===== src/rtl/cfg_host_pkg.sv =====
package cfg_host_pkg;

  typedef enum logic [2:0] {
    PH_IDLE    = 3'd0,
    PH_ARM     = 3'd1,
    PH_PULSE   = 3'd2,
    PH_RELEASE = 3'd3,
    PH_STREAM  = 3'd4
  } phase_e;

endpackage


===== src/rtl/cfg_host_sync.sv =====
module cfg_host_sync #(
  parameter int WIDTH = 1
) (
  input  logic             clk,
  input  logic             rst_n,
  input  logic [WIDTH-1:0] d_async,
  output logic [WIDTH-1:0] q_sync
);

  logic [WIDTH-1:0] meta_q;
  logic [WIDTH-1:0] sync_q;

  always_ff @(posedge clk or negedge rst_n) begin
    if (!rst_n) begin
      meta_q <= '0;
      sync_q <= '0;
    end else begin
      meta_q <= d_async;
      sync_q <= meta_q;
    end
  end

  assign q_sync = sync_q;

endmodule


===== src/rtl/cfg_host_packer.sv =====
module cfg_host_packer #(
  parameter int BUS_W = 32
) (
  input  logic             clk,
  input  logic             rst_n,
  input  logic             flush,
  input  logic             accept,
  input  logic [7:0]       byte_data,
  output logic             word_push,
  output logic [BUS_W-1:0] word_data
);

  localparam int BYTES = BUS_W / 8;
  localparam int IDXW  = (BYTES > 1) ? $clog2(BYTES) : 1;

  generate
    if (BYTES == 1) begin : g_narrow
      assign word_push = accept;
      assign word_data = byte_data;
    end else begin : g_wide
      localparam logic [IDXW-1:0] LAST = IDXW'(BYTES - 1);

      logic [IDXW-1:0] idx_q, idx_d;
      logic [7:0]      lane_q [BYTES-1];

      always_comb begin
        idx_d = idx_q;
        if (flush) begin
          idx_d = '0;
        end else if (accept) begin
          idx_d = (idx_q == LAST) ? '0 : idx_q + 1'b1;
        end
      end

      always_ff @(posedge clk or negedge rst_n) begin
        if (!rst_n) idx_q <= '0;
        else        idx_q <= idx_d;
      end

      for (genvar g = 0; g < BYTES - 1; g++) begin : g_lane
        logic lane_en;
        assign lane_en = accept && !flush && (idx_q == IDXW'(g));

        always_ff @(posedge clk or negedge rst_n) begin
          if (!rst_n)       lane_q[g] <= '0;
          else if (lane_en) lane_q[g] <= byte_data;
        end

        assign word_data[g*8 +: 8] = lane_q[g];
      end

      // the last lane is taken straight from the byte that completes the word
      assign word_data[BUS_W-1 -: 8] = byte_data;
      assign word_push = accept && !flush && (idx_q == LAST);
    end
  endgenerate

endmodule


===== src/rtl/cfg_host_fifo.sv =====
module cfg_host_fifo #(
  parameter int WIDTH = 32,
  parameter int DEPTH = 4
) (
  input  logic             clk,
  input  logic             rst_n,
  input  logic             flush,
  input  logic             push,
  input  logic [WIDTH-1:0] din,
  input  logic             pop,
  output logic [WIDTH-1:0] dout,
  output logic             empty,
  output logic             full
);

  localparam int PTRW = (DEPTH > 1) ? $clog2(DEPTH) : 1;
  localparam int CNTW = $clog2(DEPTH + 1);
  localparam logic [PTRW-1:0] PTR_LAST = PTRW'(DEPTH - 1);

  logic [WIDTH-1:0] mem [DEPTH];
  logic [PTRW-1:0]  wr_q, wr_d, rd_q, rd_d;
  logic [CNTW-1:0]  cnt_q, cnt_d;
  logic             do_push, do_pop;

  assign empty   = (cnt_q == '0);
  assign full    = (cnt_q == CNTW'(DEPTH));
  assign do_push = push && !flush;
  assign do_pop  = pop && !flush;
  assign dout    = mem[rd_q];

  always_comb begin
    wr_d  = wr_q;
    rd_d  = rd_q;
    cnt_d = cnt_q;
    if (flush) begin
      wr_d  = '0;
      rd_d  = '0;
      cnt_d = '0;
    end else begin
      if (do_push) wr_d = (wr_q == PTR_LAST) ? '0 : wr_q + 1'b1;
      if (do_pop)  rd_d = (rd_q == PTR_LAST) ? '0 : rd_q + 1'b1;
      if (do_push && !do_pop)      cnt_d = cnt_q + 1'b1;
      else if (do_pop && !do_push) cnt_d = cnt_q - 1'b1;
    end
  end

  always_ff @(posedge clk or negedge rst_n) begin
    if (!rst_n) begin
      wr_q  <= '0;
      rd_q  <= '0;
      cnt_q <= '0;
    end else begin
      wr_q  <= wr_d;
      rd_q  <= rd_d;
      cnt_q <= cnt_d;
    end
  end

  always_ff @(posedge clk) begin
    if (do_push) mem[wr_q] <= din;
  end


  no_overflow_chk: assert property (@(posedge clk) disable iff (!rst_n)
    push |-> !full);


  no_underflow_chk: assert property (@(posedge clk) disable iff (!rst_n)
    pop |-> !empty);

endmodule


===== src/rtl/cfg_host_seq.sv =====
module cfg_host_seq
  import cfg_host_pkg::*;
(
  input  logic clk,
  input  logic rst_n,
  input  logic start,
  input  logic nst_s,
  input  logic done_s,
  output logic ncfg,
  output logic streaming,
  output logic rewind,
  output logic done,
  output logic err
);

  phase_e state_q, state_d;
  logic   ncfg_q, ncfg_d;
  logic   done_q, done_d;
  logic   err_q, err_d;

  always_comb begin
    state_d = state_q;
    done_d  = done_q;
    err_d   = err_q;
    unique case (state_q)
      PH_IDLE: begin
        if (start) begin
          done_d  = 1'b0;
          err_d   = 1'b0;
          state_d = PH_ARM;
        end
      end
      PH_ARM:     if (nst_s)  state_d = PH_PULSE;
      PH_PULSE:   if (!nst_s) state_d = PH_RELEASE;
      PH_RELEASE: if (nst_s)  state_d = PH_STREAM;
      PH_STREAM: begin
        if (!nst_s) begin
          err_d   = 1'b1;
          state_d = PH_IDLE;
        end else if (done_s) begin
          done_d  = 1'b1;
          state_d = PH_IDLE;
        end
      end
      default: state_d = PH_IDLE;
    endcase
    ncfg_d = (state_d != PH_PULSE);
  end

  always_ff @(posedge clk or negedge rst_n) begin
    if (!rst_n) begin
      state_q <= PH_IDLE;
      ncfg_q  <= 1'b1;
      done_q  <= 1'b0;
      err_q   <= 1'b0;
    end else begin
      state_q <= state_d;
      ncfg_q  <= ncfg_d;
      done_q  <= done_d;
      err_q   <= err_d;
    end
  end

  assign ncfg      = ncfg_q;
  assign streaming = (state_q == PH_STREAM);
  assign rewind    = (state_q == PH_PULSE);
  assign done      = done_q;
  assign err       = err_q;


  ncfg_match_chk: assert property (@(posedge clk) disable iff (!rst_n)
    (ncfg != $past(ncfg)) |-> ($past(ncfg) == $past(nst_s)));


  err_cause_chk: assert property (@(posedge clk) disable iff (!rst_n)
    $rose(err) |-> !$past(nst_s));


  err_ncfg_chk: assert property (@(posedge clk) disable iff (!rst_n)
    err |-> ncfg);

endmodule


===== src/rtl/cfg_stream_host.sv =====
module cfg_stream_host #(
  parameter int BUS_W      = 32,
  parameter int SKID_DEPTH = 4
) (
  input  logic             clk,
  input  logic             rst_n,
  input  logic             start,
  input  logic             in_valid,
  input  logic [7:0]       in_data,
  output logic             in_ready,
  output logic [BUS_W-1:0] cfg_data,
  output logic             cfg_valid,
  input  logic             cfg_ready,
  output logic             cfg_ncfg,
  input  logic             cfg_nstatus,
  input  logic             cfg_conf_done,
  output logic             src_rewind,
  output logic             done,
  output logic             err
);

  generate
    if (!(BUS_W == 8 || BUS_W == 16 || BUS_W == 32)) begin : g_bad_width
      $error("BUS_W must be 8, 16 or 32");
    end
    if (SKID_DEPTH < 3) begin : g_bad_depth
      $error("SKID_DEPTH must be at least 3");
    end
  endgenerate

  logic [2:0]       sync_q;
  logic             rdy_s, nst_s, done_s;
  logic             streaming, flush;
  logic             accept, word_push, q_empty, q_full;
  logic [BUS_W-1:0] word_data;

  cfg_host_sync #(.WIDTH(3)) sync_i (
    .clk     (clk),
    .rst_n   (rst_n),
    .d_async ({cfg_conf_done, cfg_nstatus, cfg_ready}),
    .q_sync  (sync_q)
  );

  assign rdy_s  = sync_q[0];
  assign nst_s  = sync_q[1];
  assign done_s = sync_q[2];

  cfg_host_seq seq_i (
    .clk       (clk),
    .rst_n     (rst_n),
    .start     (start),
    .nst_s     (nst_s),
    .done_s    (done_s),
    .ncfg      (cfg_ncfg),
    .streaming (streaming),
    .rewind    (src_rewind),
    .done      (done),
    .err       (err)
  );

  assign flush    = !streaming;
  assign in_ready = streaming && !q_full;
  assign accept   = in_valid && in_ready;

  cfg_host_packer #(.BUS_W(BUS_W)) pack_i (
    .clk       (clk),
    .rst_n     (rst_n),
    .flush     (flush),
    .accept    (accept),
    .byte_data (in_data),
    .word_push (word_push),
    .word_data (word_data)
  );

  assign cfg_valid = streaming && rdy_s && !q_empty;

  cfg_host_fifo #(.WIDTH(BUS_W), .DEPTH(SKID_DEPTH)) skid_i (
    .clk   (clk),
    .rst_n (rst_n),
    .flush (flush),
    .push  (word_push),
    .din   (word_data),
    .pop   (cfg_valid),
    .dout  (cfg_data),
    .empty (q_empty),
    .full  (q_full)
  );


  valid_after_ready_chk: assert property (@(posedge clk) disable iff (!rst_n)
    cfg_valid |-> $past(cfg_ready, 2));


  done_quiet_chk: assert property (@(posedge clk) disable iff (!rst_n)
    done |-> (!cfg_valid && !in_ready && cfg_ncfg));


  rewind_low_chk: assert property (@(posedge clk) disable iff (!rst_n)
    src_rewind |-> (!cfg_ncfg && !in_ready));

endmodule


===== config.mk =====
export PLATFORM = sky130hd
export DESIGN_NAME = cfg_stream_host
export DESIGN_NICKNAME = d
export VERILOG_FILES = /design/src/rtl/cfg_host_pkg.sv /design/src/rtl/cfg_host_sync.sv /design/src/rtl/cfg_host_packer.sv /design/src/rtl/cfg_host_fifo.sv /design/src/rtl/cfg_host_seq.sv /design/src/rtl/cfg_stream_host.sv
export SDC_FILE = /design/constraint.sdc
export NUM_CORES = 1
export LEC_CHECK = 0
export BUFFER_PORTS_ARGS = -buffer_cell sky130_fd_sc_hd__buf_2
export CAP_MARGIN = 20
export CORE_MARGIN = 2
export CORE_UTILIZATION = 50
export DETAILED_ROUTE_END_ITERATION = 6
export PLACE_DENSITY = 0.68
export SLEW_MARGIN = 20
export SYNTH_ARGS = -nofsm -noshare
export SYNTH_HDL_FRONTEND = slang
export SYNTH_SLANG_ARGS = --single-unit

===== constraint.sdc =====
create_clock -name clk -period 4.85 [get_ports clk]
set_clock_uncertainty 0.15 [all_clocks]
set_input_delay 0.97 -clock clk [delete_from_list [all_inputs] [get_ports clk]]
set_output_delay 0.97 -clock clk [all_outputs]
set_load 0.02 [all_outputs]

Word-level counts from Yosys, hierarchy flattened
Memories as Yosys holds them, arrays and structs flattened.
Cells that the tools add are included.
{"block": "totals", "register_bits": 45, "latch_bits": 0, "ramBits": 128, "romBits": 0, "inputBits": 15, "out_inout_bits": 38, "word_cells": 88, "memories": 1}
{"memory": "skid_i.mem", "words": 4, "width": 32, "read_ports": 1, "rd_ports_with_merged_regs": 0, "wr": 1, "line": "cfg_host_fifo.sv:20", "text": "logic [WIDTH-1:0] mem [DEPTH];"}
{"block": "op_classes", "addsub": 5, "n_mul": 0, "div_mod_pow": 0, "magnitude_cmp": 0, "eq_ne": 19, "n_shift": 0, "n_mux": 27, "bitwise_logic": 0, "n_reduce_logical": 23}
{"op": "$mux W3", "count": 9}
{"op": "$mux W2", "count": 9}
{"op": "$pmux W3 S5", "count": 1}
{"op": "$logic_and A1 B1 Y1", "count": 13}
{"op": "$ne A2 B1 Y1 const B", "count": 5}
{"op": "$eq A2 B2 Y1 const B", "count": 4}
{"op": "$add A2 B1 Y2 const B", "count": 3}
{"op": "$eq A3 B2 Y1 const B", "count": 2}
{"op": "$eq A3 B3 Y1 const B", "count": 2}
{"op": "$logic_not A3 Y1", "count": 2}
{"op": "$mux W1", "count": 6}
{"op": "$logic_not A1 Y1", "count": 4}
{"op": "$ne A2 B2 Y1 const B", "count": 2}
{"op": "$pmux W1 S2", "count": 2}
{"op": "$reduce_and A4 Y1", "count": 1}
{"op": "$add A3 B1 Y3 const B", "count": 1}
{"op": "$eq A3 B1 Y1 const B", "count": 1}
{"op": "$ne A3 B1 Y1 const B", "count": 1}
{"op": "$ne A3 B2 Y1 const B", "count": 1}
{"op": "$reduce_and A3 Y1", "count": 1}
{"op": "$sub A3 B1 Y3 const B", "count": 1}
{"op": "$eq A2 B1 Y1 const B", "count": 1}
{"op": "$logic_not A2 Y1", "count": 1}
{"op": "$reduce_bool A2 Y1", "count": 1}

Depth between registers and ports, before layout
{"block": "depth", "depth_word": 12, "mapped_depth": 8, "ltp_nobuf": 7}

Hierarchy
Synthesis repeated with hierarchy kept, for this count alone.
{"block": "unflattened", "cells_unflattened": 331, "hier_area_um2": 6795.3}
{"mod": "cfg_host_fifo", "n_inst": 1, "cells_each": 217, "area_per_inst_um2": 5129.9, "seq_area_each_um2": 4018.9}
{"mod": "cfg_host_packer", "n_inst": 1, "cells_each": 74, "area_per_inst_um2": 1156.1, "seq_area_each_um2": 650.6}
{"mod": "cfg_host_seq", "n_inst": 1, "cells_each": 30, "area_per_inst_um2": 331.6, "seq_area_each_um2": 151.4}
{"mod": "cfg_host_sync", "n_inst": 1, "cells_each": 6, "area_per_inst_um2": 150.1, "seq_area_each_um2": 150.1}
{"mod": "cfg_stream_host", "n_inst": 1, "cells_each": 4, "area_per_inst_um2": 27.5, "seq_area_each_um2": 0.0}

Worst setup path after synthesis
Ideal clock, no wire load.
{"block": "synth_path", "kind": "input to register", "startpoint": "input port in_valid", "endpoint": "memory skid_i.mem[0][0], enable pin", "setup_ns": 0.392, "arrival_time_ns": 2.273, "required_time_ns": 4.308, "setup_slack_ns": 2.035, "cell_stages": 2, "n_path_buf": 0, "cell_sequence": "nor3b_4 -> and3_1"}
{"block": "synth_between", "elab_chain_cells": 6}
{"item": "start, declared", "line": "cfg_stream_host.sv:8", "text": "input logic in_valid,"}
{"item": "$logic_and A1 B1 Y1", "line": "cfg_stream_host.sv:63", "text": "assign accept = in_valid && in_ready;"}
{"item": "$logic_and A1 B1 Y1 (2 in a row)", "line": "cfg_host_packer.sv:54", "text": "assign word_push = accept && !flush && (idx_q == LAST);"}
{"item": "$logic_and A1 B1 Y1", "line": "cfg_host_fifo.sv:27", "text": "assign do_push = push && !flush;"}
{"item": "$mux W1", "line": "cfg_host_fifo.sv:60", "text": "if (do_push) mem[wr_q] <= din;"}
{"item": "$mux W1 (not written as such)", "line": "cfg_host_fifo.sv:60"}
{"item": "end, declared", "line": "cfg_host_fifo.sv:20"}
Every way passes these cells.

Worst setup path after layout
{"block": "layout_path", "startpoint": "register skid_i.rd_q[0]", "endpoint": "output port cfg_data[24]"}
{"block": "layout_between", "elab_chain_cells": 1}
{"item": "start, declared", "line": "cfg_host_fifo.sv:21", "text": "logic [PTRW-1:0] wr_q, wr_d, rd_q, rd_d;"}
{"item": "start signal, assigned", "line": "cfg_host_fifo.sv:54", "text": "rd_q <= rd_d;"}
{"item": "$mem_v2 Z4 W32"}
{"item": "end, declared", "line": "cfg_stream_host.sv:11", "text": "output logic [BUS_W-1:0] cfg_data,"}
Every way passes these cells.

==> reports/summary.txt <==
sequential power share: 52.2%
Clk network pwr share: 42.9%
maxcap violations: 0
Hold Path Class: reg2reg
CP Data Required Time: 3.73 ns
register area share after synthesis: 74.2%
Syn. warnings: 0
Overall Global Routing Usage: 17.1%
main combinational cell family by area after synthesis: multiplexers
status: finished clean
CP max FO: 22
flop-to-flop setup slack: 1.77 ns
number of cell rows: 42
routed via count: 3119
port buffer count: 52
Net Sw Frac: 20.2%
Post-synth EDFFs: 128
Psw: 0.000673 W
Post-Syn Nets: 352
DR iter-0 viols: 183
layout cells sized above 1: 37.2%
Yosys cell types: 36
total CTS buffers: 17
Die ar.: 0.0143 mm2
htree depth: 4
n_diodes: 0
grt ovf: 0
antenna viol nets, final: 0
Max Root-Sink Buffers: 2
FILL cells: 988
Root Buffer: clkbuf_16
vias in the first global route: 3246
Setup CP Type: reg2out
Compound-Gate Fraction of Synth Area: 1.78%
Tmin final: 3.54 ns
TNS Setup: 0 ns
Max-slew headroom: 39.1%
CTS tree: yes
Hold Crit Depth: 0
Synth Area in Simple Gates: 4.41%
Pre-antenna DRT Iters: 4
ys async rst share: 26.0%
core box area: 0.0131 mm2
post-CTS setup buffers: 0
area leader, netlist: edfxtp_1
Final WS setup: 1.31 ns
WL per Instance: 19.3 um
Vias/cell: 5.36
worst r2r path cells: 4
multiplexer share of the synthesized area: 16.1%
Comb pwr share: 4.8%
fmax: 283 MHz
Die Height: 120 um
Post-CTS Hold Buffers: 0
HPWL Detailed: 6800 um
dpl ws: 1.63 ns
P_leak: 3.03 nW
io pins: 53
Area growth syn-to-layout: 16.4%
Setup Viol. Count Final: 0
Placer Congestion: 0.766
Synth area leaders: edfxtp_1 57%, dfrtp_1 16%, mux4_2 11%, mux2_4 5.4%, ha_1 1.7%
synthesized area: 0.00670 mm2
Worst EP arrival: 2.42 ns
crit path capture type: output port
worst-margin pin slew: 0.914 ns
most instantiated cells after synthesis: 128 x edfxtp_1, 44 x dfrtp_1, 32 x mux4_2
count leader, synth: edfxtp_1
Remaining DRCs: 0
Final Max Tran Viols: 0
CTS clk-pin slew, worst paths: 0.06 ns
post-synthesis adder-cell area fraction: 1.98%
mean post-synth cell area: 20.5 um2
Synth Register Bits: 173
top_reg_cell synth: edfxtp_1
startpoint types: flop
count of final hold-check violations: 0
Sinks on Clock Net: 173
initial antenna violation count: 0
post-synth top area share: 57.4%
RSZ-0062 raised after global routing: no
final worst-path cycle share: 72.9%
worst-skew pair later-pin latency: 0.42 ns
DIE WIDTH: 120 um
largest net degree at the start of global routing: 46
VDD IR max: 246 uV
Gate Count Post-Synth: 327
first-pass GRT wire length: 18100 um
PD cells: 428 mW/mm2
P_int: 0.00266 W
final net count: 418
fin util: 59.3%
WL final: 11300 um
initial core utilization: 51.0%
Post-Synth XOR/XNOR Area: 0.262%
# resized after CTS: 0
==> state kept, by name (all words and copies together) (netlist names) <==
| signal | cells |
|---|---|
| skid_i.cnt_q | 3 |
| pack_i.g_wide.idx_q | 2 |
| seq_i.done | 1 |
| skid_i.rd_q | 2 |
| pack_i.word_data | 24 |
| skid_i.wr_q | 2 |
| seq_i.state_q | 3 |
| seq_i.err | 1 |
| sync_i.q_sync | 3 |
| sync_i.meta_q | 3 |
| skid_i.mem | 128 |
| seq_i.ncfg | 1 |
==> placed cells by master (no fill, tap or decap), drive strengths merged, types with 2 or more instances in the layout <==
cell type and n:
mux2 24, a21oi 8, clkbuf 18, and3 5, xor2 2, nand2 15, inv 6, ha 9
clkinvlp 2, mux4 32, bufinv 5, dfrtp 44, clkinv 7, nor3 7, a31oi 2, o21ai 5
or3b 2, buf 58, edfxtp 128, nor3b 5, nand3b 3, nor2 8
==> path summary, 6_finish.rpt <==
check / from / to
max: skid_i.rd_q[0] / cfg_data[24]
min: sync_i.meta_q[0] / sync_i.q_sync[0]
max reg2reg: seq_i.state_q[2] / skid_i.mem[2][30]
min reg2reg: sync_i.meta_q[0] / sync_i.q_sync[0]
max in group asynchronous: rst_n / skid_i.rd_q[0]
min in group asynchronous: rst_n / sync_i.q_sync[1]
==> worst max-delay path, cell delays in order (launching register included) <==
cell and delay [ns]:
dfrtp_2 0.85, buf_4 0.40, mux4_2 0.55, buf_2 0.18
==> through the flow <==
step	total power [W]	hold WS [ns]	instances	area, um2
floorplan	0.00188	0.181	327	6700
global placement	0.00192	0.183	550	7170
detailed placement	0.00193	0.187	550	7170
CTS	0.00336	0.201	582	7790
global route	0.00344	0.209	582	7800
finish	0.00333	0.198	582	7800
==> per-layer routing <==
| layer | track usage, % | wire length, um |
|---|---|---|
| met2 | 27.0 | 5590 |
| met1 | 23.0 | 5070 |
| met5 | 0 | 0 |
| met3 | 4.37 | 446 |
| met4 | 7.06 | 153 |
==> area by class of cell <==
type | instances | area (um2) | area share (%)
Sequential cell | 173 | 4970 | 63.8
Clock buffer | 18 | 429 | 5.50
Clock inverter | 14 | 199 | 2.55
Multi-Input combinational cell | 137 | 1650 | 21.1
Tap cell | 176 | 220 | 2.82
Timing Repair Buffer | 58 | 308 | 3.95
Inverter | 6 | 22.5 | 0.289
==> power groups by stage <==
stage / clock network, W / registers, W / logic [W]
global route: 0.00151 / 0.00175 / 0.000177
floorplan: 0 / 0.00175 / 0.000128
finish: 0.00143 / 0.00174 / 0.000161
detailed placement: 0 / 0.00177 / 0.000161
CTS: 0.00145 / 0.00174 / 0.000164
global placement: 0 / 0.00176 / 0.000159
==> kinds of logic (layout without fill, tap and decap cells) <==
| logic type | Yosys count | in the layout |
|---|---|---|
| buffers and inverters | 17 | 96 |
| flip-flops | 173 | 173 |
| XOR/XNOR | 2 | 2 |
| multiplexers | 56 | 56 |
| adder cells (fa/ha/maj) | 10 | 10 |
| AO/OA/AOI/OAI | 20 | 20 |
| AND/OR/NAND/NOR | 49 | 49 |
(Power assumes the default switching activity.)
